==> src/rtl/can_rx_ring.sv <==
module can_rx_ring #(
  parameter int DEPTH = 64,
  parameter int WIN   = 13
) (
  input  logic        clk,
  input  logic        rst_n,
  input  logic        hold_reset,
  input  logic        fr_start,
  input  logic        fr_ext,
  input  logic        fr_rtr,
  input  logic [3:0]  fr_dlc,
  input  logic [28:0] fr_id,
  input  logic [63:0] fr_data,
  input  logic        rel_cmd,
  input  logic        clr_ovr,
  input  logic [4:0]  rd_off,
  output logic [7:0]  rd_data,
  output logic [7:0]  rx_status,
  output logic [$clog2(DEPTH):0] byte_cnt,
  output logic [$clog2(DEPTH):0] msg_cnt,
  output logic        ev_rx,
  output logic        ev_ovr
);
  localparam int AW = $clog2(DEPTH);
  localparam int CW = AW + 1;
  localparam logic [4:0] WBASE = 5'd16;
  localparam logic [4:0] WLAST = 5'(16 + WIN - 1);

  function automatic logic [3:0] rec_len(input logic ext, input logic rtr, input logic [3:0] dlc);
    logic [3:0] d;
    d = rtr ? 4'd0 : ((dlc > 4'd8) ? 4'd8 : dlc);
    return (ext ? 4'd5 : 4'd3) + d;
  endfunction

  logic [7:0]    mem [DEPTH];
  logic [AW-1:0] start_ptr, wptr;
  logic          busy, ovr, hold_q;
  logic [3:0]    k, f_len;
  logic          f_ext, f_rtr;
  logic [3:0]    f_dlc;
  logic [28:0]   f_id;
  logic [63:0]   f_data;
  logic [7:0]    cur_byte;
  logic [3:0]    dsel;

  wire [3:0] in_len  = rec_len(fr_ext, fr_rtr, fr_dlc);
  wire [3:0] rel_len = rec_len(mem[start_ptr][7], mem[start_ptr][6], mem[start_ptr][3:0]);
  wire leave   = hold_q && !hold_reset;
  wire do_rel  = rel_cmd && (msg_cnt != '0);
  wire commit  = busy && !hold_reset && (k == f_len - 4'd1);
  wire no_room = ({1'b0, byte_cnt} + (CW+1)'(in_len)) > (CW+1)'(DEPTH);
  wire take    = fr_start && !busy && !hold_reset && !leave;

  assign dsel = k - (f_ext ? 4'd5 : 4'd3);

  always_comb begin
    cur_byte = f_data[{dsel[2:0], 3'b000} +: 8];
    if (k == 4'd0) cur_byte = {f_ext, f_rtr, 2'b00, f_dlc};
    else if (f_ext) begin
      case (k)
        4'd1: cur_byte = f_id[28:21];
        4'd2: cur_byte = f_id[20:13];
        4'd3: cur_byte = f_id[12:5];
        4'd4: cur_byte = {f_id[4:0], 3'b000};
        default: ;
      endcase
    end else begin
      case (k)
        4'd1: cur_byte = f_id[10:3];
        4'd2: cur_byte = {f_id[2:0], 5'b00000};
        default: ;
      endcase
    end
  end

  always_ff @(posedge clk)
    if (busy && !hold_reset) mem[wptr + AW'(k)] <= cur_byte;

  always_ff @(posedge clk or negedge rst_n) begin
    if (!rst_n) begin
      start_ptr <= '0; wptr <= '0; byte_cnt <= '0; msg_cnt <= '0;
      busy <= 1'b0; ovr <= 1'b0; hold_q <= 1'b0; k <= '0;
      ev_rx <= 1'b0; ev_ovr <= 1'b0;
      f_ext <= 1'b0; f_rtr <= 1'b0; f_dlc <= '0; f_id <= '0; f_data <= '0; f_len <= '0;
    end else begin
      hold_q <= hold_reset;
      ev_rx  <= 1'b0;
      ev_ovr <= 1'b0;
      if (clr_ovr) ovr <= 1'b0;
      if (leave) begin
        start_ptr <= '0; wptr <= '0; byte_cnt <= '0; msg_cnt <= '0; busy <= 1'b0;
      end else begin
        byte_cnt <= byte_cnt + (commit ? CW'(f_len) : '0) - (do_rel ? CW'(rel_len) : '0);
        msg_cnt  <= msg_cnt + CW'(commit) - CW'(do_rel);
        if (do_rel) start_ptr <= start_ptr + AW'(rel_len);
        if (hold_reset) busy <= 1'b0;
        else if (busy) begin
          k <= k + 4'd1;
          if (commit) begin
            busy  <= 1'b0;
            wptr  <= wptr + AW'(f_len);
            ev_rx <= 1'b1;
          end
        end else if (take) begin
          if (no_room) begin
            ovr    <= 1'b1;
            ev_ovr <= 1'b1;
          end else begin
            busy <= 1'b1; k <= '0; f_len <= in_len;
            f_ext <= fr_ext; f_rtr <= fr_rtr; f_dlc <= fr_dlc; f_id <= fr_id; f_data <= fr_data;
          end
        end
      end
    end
  end

  wire in_win = (rd_off >= WBASE) && (rd_off <= WLAST);
  assign rd_data   = in_win ? mem[start_ptr + AW'(rd_off - WBASE)] : 8'h00;
  assign rx_status = {3'b000, busy, 2'b00, ovr, msg_cnt != '0};


  ovr_flag_chk: assert property (@(posedge clk) disable iff (!rst_n) ev_ovr |-> rx_status[1]);

  hold_stop_chk: assert property (@(posedge clk) disable iff (!rst_n) hold_reset |=> !busy);

  cnt_bound_chk: assert property (@(posedge clk) disable iff (!rst_n) byte_cnt <= CW'(DEPTH));

  empty_bytes_chk: assert property (@(posedge clk) disable iff (!rst_n) (msg_cnt == '0) |-> (byte_cnt == '0));

  empty_rel_chk: assert property (@(posedge clk) disable iff (!rst_n)
    (rel_cmd && msg_cnt == '0 && !leave) |=> $stable(start_ptr));

  commit_chk: assert property (@(posedge clk) disable iff (!rst_n)
    (!ev_rx && !$past(rel_cmd) && !$past(leave)) |-> $stable(msg_cnt));
endmodule

==> config.mk <==
export PLATFORM = sky130hd
export DESIGN_NAME = can_rx_ring
export DESIGN_NICKNAME = d
export VERILOG_FILES = /design/src/rtl/can_rx_ring.sv
export SDC_FILE = /design/constraint.sdc
export NUM_CORES = 1
export LEC_CHECK = 0
export BUFFER_PORTS_ARGS = -buffer_cell sky130_fd_sc_hd__buf_2
export CORE_ASPECT_RATIO = 0.6
export CORE_MARGIN = 1.5
export CORE_UTILIZATION = 50
export CTS_BUF_LIST = sky130_fd_sc_hd__clkbuf_4 sky130_fd_sc_hd__clkbuf_8 sky130_fd_sc_hd__clkbuf_16
export DETAILED_ROUTE_END_ITERATION = 12
export MAX_ROUTING_LAYER = met4
export PLACE_DENSITY = 0.73
export SYNTH_ARGS = -nofsm -noshare
export SYNTH_HDL_FRONTEND = slang
export SYNTH_SLANG_ARGS = --single-unit
==> constraint.sdc <==
create_clock -name clk -period 18.8 [get_ports clk]
set_clock_uncertainty 0.2 [all_clocks]
set_input_delay 0.94 -clock clk [delete_from_list [all_inputs] [get_ports clk]]
set_output_delay 0.94 -clock clk [all_outputs]
set_load 0.01 [all_outputs]
==> impl_metrics.py, run 1 <==
metrics = {
    "route": {
        "ant_nets": 0,
        "drt_first_pass_iters": 5,
        "routedWlPerCell_um": 28.8,
        "drt-initial-drc-count": 2253,
        "routed_wl_um": 78500,
        "drc": 0,
        "num_vias": 17500,
        "viasPerCell": 6.42,
    },
    "cells_and_area": {
        "drive_above_1_share_pct": 35.8,
        "nets": 2026,
        "final_cells": 2725,
        "synthToLayoutAreaGrowth_pct": 11.7,
    },
    "timing": {
        "min_period_over_period_pct": 38.4,
        "drv_slew": 0,
        "finalSetupTns_ns": 0,
        "worst_pin_slew_ns": 1.28,
        "rsz0062_at_grt": "no",
        "setup-violations-final": 0,
        "hold_viol_final": 0,
        "clock.fmax_ghz": 0.138,
        "period_needed_ns": 7.22,
        "slew_headroom_pct": 14.2,
    },
    "place": {
        "gp_congestion": 0.908,
        "dp.cells": 2620,
        "dp_hpwl_um": 51100,
        "port_buffers": 136,
    },
    "logic_synthesis": {
        "synthesis.area_mm2": 0.0309,
        "yosysSeqAreaShare_pct": 61.0,
        "async_flop_share_pct": 21.2,
        "synth.top_cell.area_share_pct": 49.8,
        "syn_inst": 1731,
        "yosys-top-cells-count": "512 x edfxtp_1, 282 x mux4_2, 138 x dfrtp_1",
        "synth.area.top_cells": "edfxtp_1 50%, mux4_2 21%, dfrtp_1 11%",
        "avgSynthCellArea_um2": 17.8,
        "synth_edf_count": 512,
        "yosysMostFrequentCell": "edfxtp_1",
        "ys_ff_latch": 650,
        "synth_top_area_cell": "edfxtp_1",
        "synth_ff_type": "edfxtp_1",
        "yosys_warnings": 0,
        "yosysUniqueCellTypes": 67,
    },
    "job": {
        "maxCapViolCount": 0,
    },
    "clock_tree": {
        "cts_tree": "done",
        "cts_sinks": 650,
        "postCtsSetupBuffers": 0,
        "clock_latency_ns": 0.62,
        "cts_root_buf": "clkbuf_16",
        "clk_pin_slew_worst_paths_ns": 0.07,
        "hold_buffers": 0,
        "numCtsBuffers": 57,
        "cts.repair.resized": 0,
        "clock_path_buffers": 3,
        "h-tree-depth": 2,
    },
    "die": {
        "die_y_um": 195,
        "die_area_mm2": 0.0633,
        "io_pins": 142,
        "start_util_pct": 50.6,
        "coreArea_mm2": 0.0610,
        "num_rows": 70,
        "die_x_um": 324,
    },
    "worst_setup_path": {
        "worstReg2RegStart": "start_ptr[0]",
        "endpoint_kind": "flip-flop",
        "cpMaxStageDelayCell": "dfrtp_4",
        "start_kind": "flip-flop",
        "critPathKind": "flip-flop to flip-flop",
        "cp_data_required_time_ns": 19.04,
        "crit_start": "start_ptr[0]",
        "arrival_ns": 7.46,
        "slowest_delay_ns": 0.88,
        "path_max_fanout": 36,
        "crit_path_cell_trace": "buf_4, buf_4, mux4_2, o22a_1, o221ai_1, nand4_1, nand2b_1, or2_2, fa_1, xnor2_1, and3_1, fa_1, inv_1, ha_1, a21o_1, a21oi_1, o21bai_1, a21oi_1, xnor2_1, nor2_1",
    },
    "global_routing": {
        "groute.usage.overall_pct": 26.2,
        "antenna_found_initial": 1,
        "grt_overflow": 0,
        "grt_pass1_vias": 17800,
        "grt_max_degree": 80,
        "grt_pass1_wl_um": 117000,
    },
    "outcome": {
        "status": "finished clean",
    },
    "power": {
        "vdd.ir_drop.worst_uv": 152,
        "powerDensity_mw_per_mm2": 192,
        "p_leak_nw": 11.9,
    },
    "hold_path": {
        "hold_class": "input pin to asynchronous set/reset pin",
    },
}
flip-flops by register name (all words and copies together), names as in the netlist, 4 cells and up:
name and flops:
f_data 64, f_len 4, k 4, msg_cnt 7, f_dlc 4, wptr 6
byte_cnt 7, mem 512, f_id 29, start_ptr 6
cells by family after synthesis:
family / synth area share (%)
buffers and inverters: 2.20
AND/OR/NAND/NOR: 3.73
multiplexers: 25.5
adder cells (fa/ha/maj): 2.95
flip-flops: 61.0
AO/OA/AOI/OAI: 3.32
XOR/XNOR: 1.33
other: 0.0121
where the power goes:
group | internal, mW | leakage (nW) | switching [mW]
registers | 2.14 | 6.32 | 0.151
logic | 1.28 | 4.59 | 1.77
clock network | 0.749 | 1.01 | 0.539
path summary, 6_finish.rpt:
kind,endpoint,slack [ns],cells after the start
min reg2reg,f_data[20],0.30,1
min,msg_cnt[4],0.1,1
max in group asynchronous,f_data[20],16.88,2
max,byte_cnt[6],11.58,20
max reg2reg,byte_cnt[6],11.58,20
min in group clk,f_data[20],0.30,1
cell type report:
cell class	count	area, um^2
Fill cell	4605	26500
Sequential cell	650	18800
Multi-Input combinational cell	936	11500
Clock inverter	34	490
Timing Repair Buffer	164	897
Inverter	42	158
Clock buffer	70	1540
Tap cell	828	1040
Antenna cell	1	2.50
critical path: cells and delay by family (launching register included):
kind / cells / cell delay, ns
buffers and inverters: 3 / 1.50
adder cells (fa/ha/maj): 3 / 1.23
AND/OR/NAND/NOR: 5 / 1.06
flip-flops: 1 / 0.88
XOR/XNOR: 2 / 0.30
AO/OA/AOI/OAI: 6 / 1.22
multiplexers: 1 / 0.59
cell usage in the layout (no fill, tap or decap), types with 38 or more instances in the layout:
cell type	n
edfxtp_1	512
mux4_2	282
buf_2	135
dfrtp_1	134
nor2_1	123
mux2_2	108
clkbuf_16	58
nand2_1	52
ha_1	50
inv_1	38
metal layers:
| layer | global-route usage (%) | routed length (um) | vias up |
|---|---|---|---|
| met5 | - | 0 | - |
| met4 | 5.16 | 1360 | 0 |
| met3 | 8.76 | 9440 | 110 |
| met2 | 36.1 | 35200 | 934 |
| met1 | 38.2 | 32600 | 9208 |
| li1 | - | - | 7235 |
through the flow:
step	utilization (%)	total power [mW]	worst slack, ns	instance area, um^2	hold WS [ns]
floorplan	-	4.37	12.88	30900	0.275
global placement	53.2	5.23	11.67	32500	0.284
detailed placement	53.2	5.34	11.61	32500	0.293
CTS	56.6	6.62	11.58	34500	0.105
global route	56.6	6.94	11.11	34500	0.131
finish	56.6	6.63	11.58	34500	0.0967
Note: power is estimated with default switching activity, not from simulation.
==> inputs of run 2 (changes only) <==
==> constraint.sdc (replaced) <==
create_clock -name clk -period 7.2 [get_ports clk]
set_clock_uncertainty 0.2 [all_clocks]
set_input_delay 0.36 -clock clk [delete_from_list [all_inputs] [get_ports clk]]
set_output_delay 0.36 -clock clk [all_outputs]
set_load 0.01 [all_outputs]
==> impl_metrics.py, run 2 (same netlist as run 1, synthesis figures left out) <==
metrics = {
    "place": {
        "port_buffers": 136,
        "dp_hpwl_um": 52100,
        "dp_slack_ns": 1.05,
        "gp_congestion": 0.923,
        "postPlaceCellArea_mm2": 0.0325,
    },
    "cells_and_area": {
        "postLayoutCoreUtil_pct": 58.2,
        "drive_above_1_share_pct": 33.9,
        "fillers": 4504,
        "final_common_cell": "edfxtp_1",
        "synthToLayoutAreaGrowth_pct": 15.0,
        "multi_input_area_mm2": 0.0115,
        "largestRegisters": "mem (512), f_data (64), f_id (29)",
        "fin_area_mm2": 0.0355,
        "largest_reg_flops": 512,
        "num_antenna_cells": 0,
        "final_cell_mix": "512 x edfxtp_1, 282 x mux4_2, 135 x buf_2",
        "nets": 2134,
        "largest-register": "mem",
        "ff_latch_area_mm2": 0.0188,
    },
    "global_routing": {
        "grt_max_degree": 77,
        "grt_pass1_wl_um": 119000,
        "grt_pass1_vias": 18600,
        "antenna_found_initial": 3,
        "grt_overflow": 0,
        "groute.usage.overall_pct": 26.4,
    },
    "timing": {
        "finalSetupTns_ns": 0,
        "setup-violations-final": 0,
        "slew_headroom_pct": 17.7,
        "worst_slack_ns": 0.946,
        "drv_slew": 0,
        "rsz0062_at_grt": "no",
        "worst_pin_slew_ns": 1.23,
        "min_period_over_period_pct": 86.9,
        "hold_viol_final": 0,
        "clock.fmax_ghz": 0.160,
        "period_needed_ns": 6.25,
    },
    "clock_tree": {
        "clock_path_buffers": 3,
        "cts_tree": "done",
        "cts.repair.resized": 0,
        "clk_pin_slew_worst_paths_ns": 0.07,
        "hold_buffers": 103,
        "numCtsBuffers": 58,
        "cts_sinks": 650,
        "clock_latency_ns": 0.65,
        "postCtsSetupBuffers": 0,
        "h-tree-depth": 2,
        "cts_root_buf": "clkbuf_16",
    },
    "worst_setup_path": {
        "arrival_ns": 6.51,
        "crit_path_cell_trace": "mux4_2, nor3_1, nor3_1, o221ai_1, nand4_1, nand2b_1, or2_2, fa_1, xnor2_1, and3_1, fa_1, inv_1, ha_1, a21o_1, a21oi_1, o21bai_1, a21oi_1, xnor2_1, nor2_1",
        "rrSetupSlack_ns": 0.95,
        "slowest_delay_ns": 1.09,
        "cp_data_required_time_ns": 7.46,
        "path_max_fanout": 47,
        "start_kind": "flip-flop",
        "critPathKind": "flip-flop to flip-flop",
        "endpoint_kind": "flip-flop",
        "cpMaxStageDelayCell": "dfrtp_4",
        "crit_start": "start_ptr[0]",
        "worstReg2RegStart": "start_ptr[0]",
        "r2r_end": "byte_cnt[6]",
        "crit_path_end": "byte_cnt[6]",
        "rr_worst_depth": 19,
    },
    "power": {
        "pwr-share-clk_pct": 18.5,
        "p_sw_share_pct": 37.3,
        "internal_power_mw": 10.8,
        "vdd.ir_drop.worst_uv": 428,
        "p_leak_nw": 12.4,
        "powerDensity_mw_per_mm2": 485,
        "pwr-share-comb_pct": 46.3,
        "power.switching_mw": 6.44,
        "total_power_mw": 17.2,
        "p_seq_share_pct": 35.2,
    },
    "route": {
        "drt-initial-drc-count": 2420,
        "drt_first_pass_iters": 5,
        "routedWlPerCell_um": 28.1,
        "viasPerCell": 6.43,
        "drc": 0,
        "routed_wl_um": 79600,
        "num_vias": 18200,
        "ant_nets": 0,
    },
    "die": {
        "die_area_mm2": 0.0633,
        "die_x_um": 324,
        "start_util_pct": 50.6,
        "coreArea_mm2": 0.0610,
        "num_rows": 70,
        "io_pins": 142,
        "die_y_um": 195,
    },
    "job": {
        "maxCapViolCount": 0,
    },
    "outcome": {
        "status": "finished clean",
    },
    "hold_path": {
        "hold_class": "input pin to flip-flop",
    },
}
==> run 2: changes by cell type in the layout (fill, tap and decap cells not counted), sizes merged <==
cell / delta
diode: -1
dlygate4sd3: +103
clkinvlp: -2
bufinv: -7
buf: +4
clkbuf: +6
clkinv: +7
inv: +1
==> run 2: final cells by class <==
type,instances,share of cell area [%]
Clock buffer,76,4.61
Clock inverter,33,0.832
Inverter,42,0.444
Multi-Input combinational cell,936,32.5
Sequential cell,650,53.1
Tap cell,828,2.92
Timing Repair Buffer,271,5.69
==> run 2: metrics by stage <==
stage	instances	hold WS (ns)
6_report	2836	0.0131
5_1_grt	2836	0.0147
4_1_cts	2836	0.00447
3_5_place_dp	2624	0.180
3_3_place_gp	2624	0.175
2_1_floorplan	1735	-0.136
==> run 2: worst min path at each step <==
| stage | from | endpoint | slack (ns) | cells after the start |
|---|---|---|---|---|
| 2_1_floorplan | rst_n | busy | -0.14 | 0 |
| 3_3_place_gp | rst_n | msg_cnt[4] | 0.17 | 1 |
| 3_5_place_dp | rst_n | msg_cnt[4] | 0.18 | 1 |
| 4_1_cts | fr_start | ev_ovr | 0.004 | 3 |
| 5_1_grt | fr_start | ev_ovr | 0.01 | 3 |
| 6_report | fr_start | ev_ovr | 0.01 | 3 |
==> run 2: critical path, delay by kind of cell (launching register included) <==
family          cells  cell delay (ns)
fa+ha+maj           3             1.24
compound gates      5             1.20
xor+xnor            2             0.31
simple gates        7             1.38
flops               1             1.09
buf+inv             1             0.04
mux                 1             0.62
==> run 2: power by group through the flow <==
stage | Sequential, mW | Clock (mW) | Combinational [mW]
2_1_floorplan | 5.94 | 0 | 5.48
3_3_place_gp | 6.10 | 0 | 7.60
3_5_place_dp | 6.12 | 0 | 7.85
4_1_cts | 6.05 | 3.22 | 7.92
5_1_grt | 6.13 | 3.37 | 8.53
6_report | 6.07 | 3.19 | 7.98
==> run 2: layer usage <==
layer  vias up  GRT usage [%]  routed length, um
met2      1057           37.1              35700
met1      9586           39.5              33200
met4         0           4.69               1300
li1       7463              -                  -
met3       121           6.59               9450
met5         -              -                  0
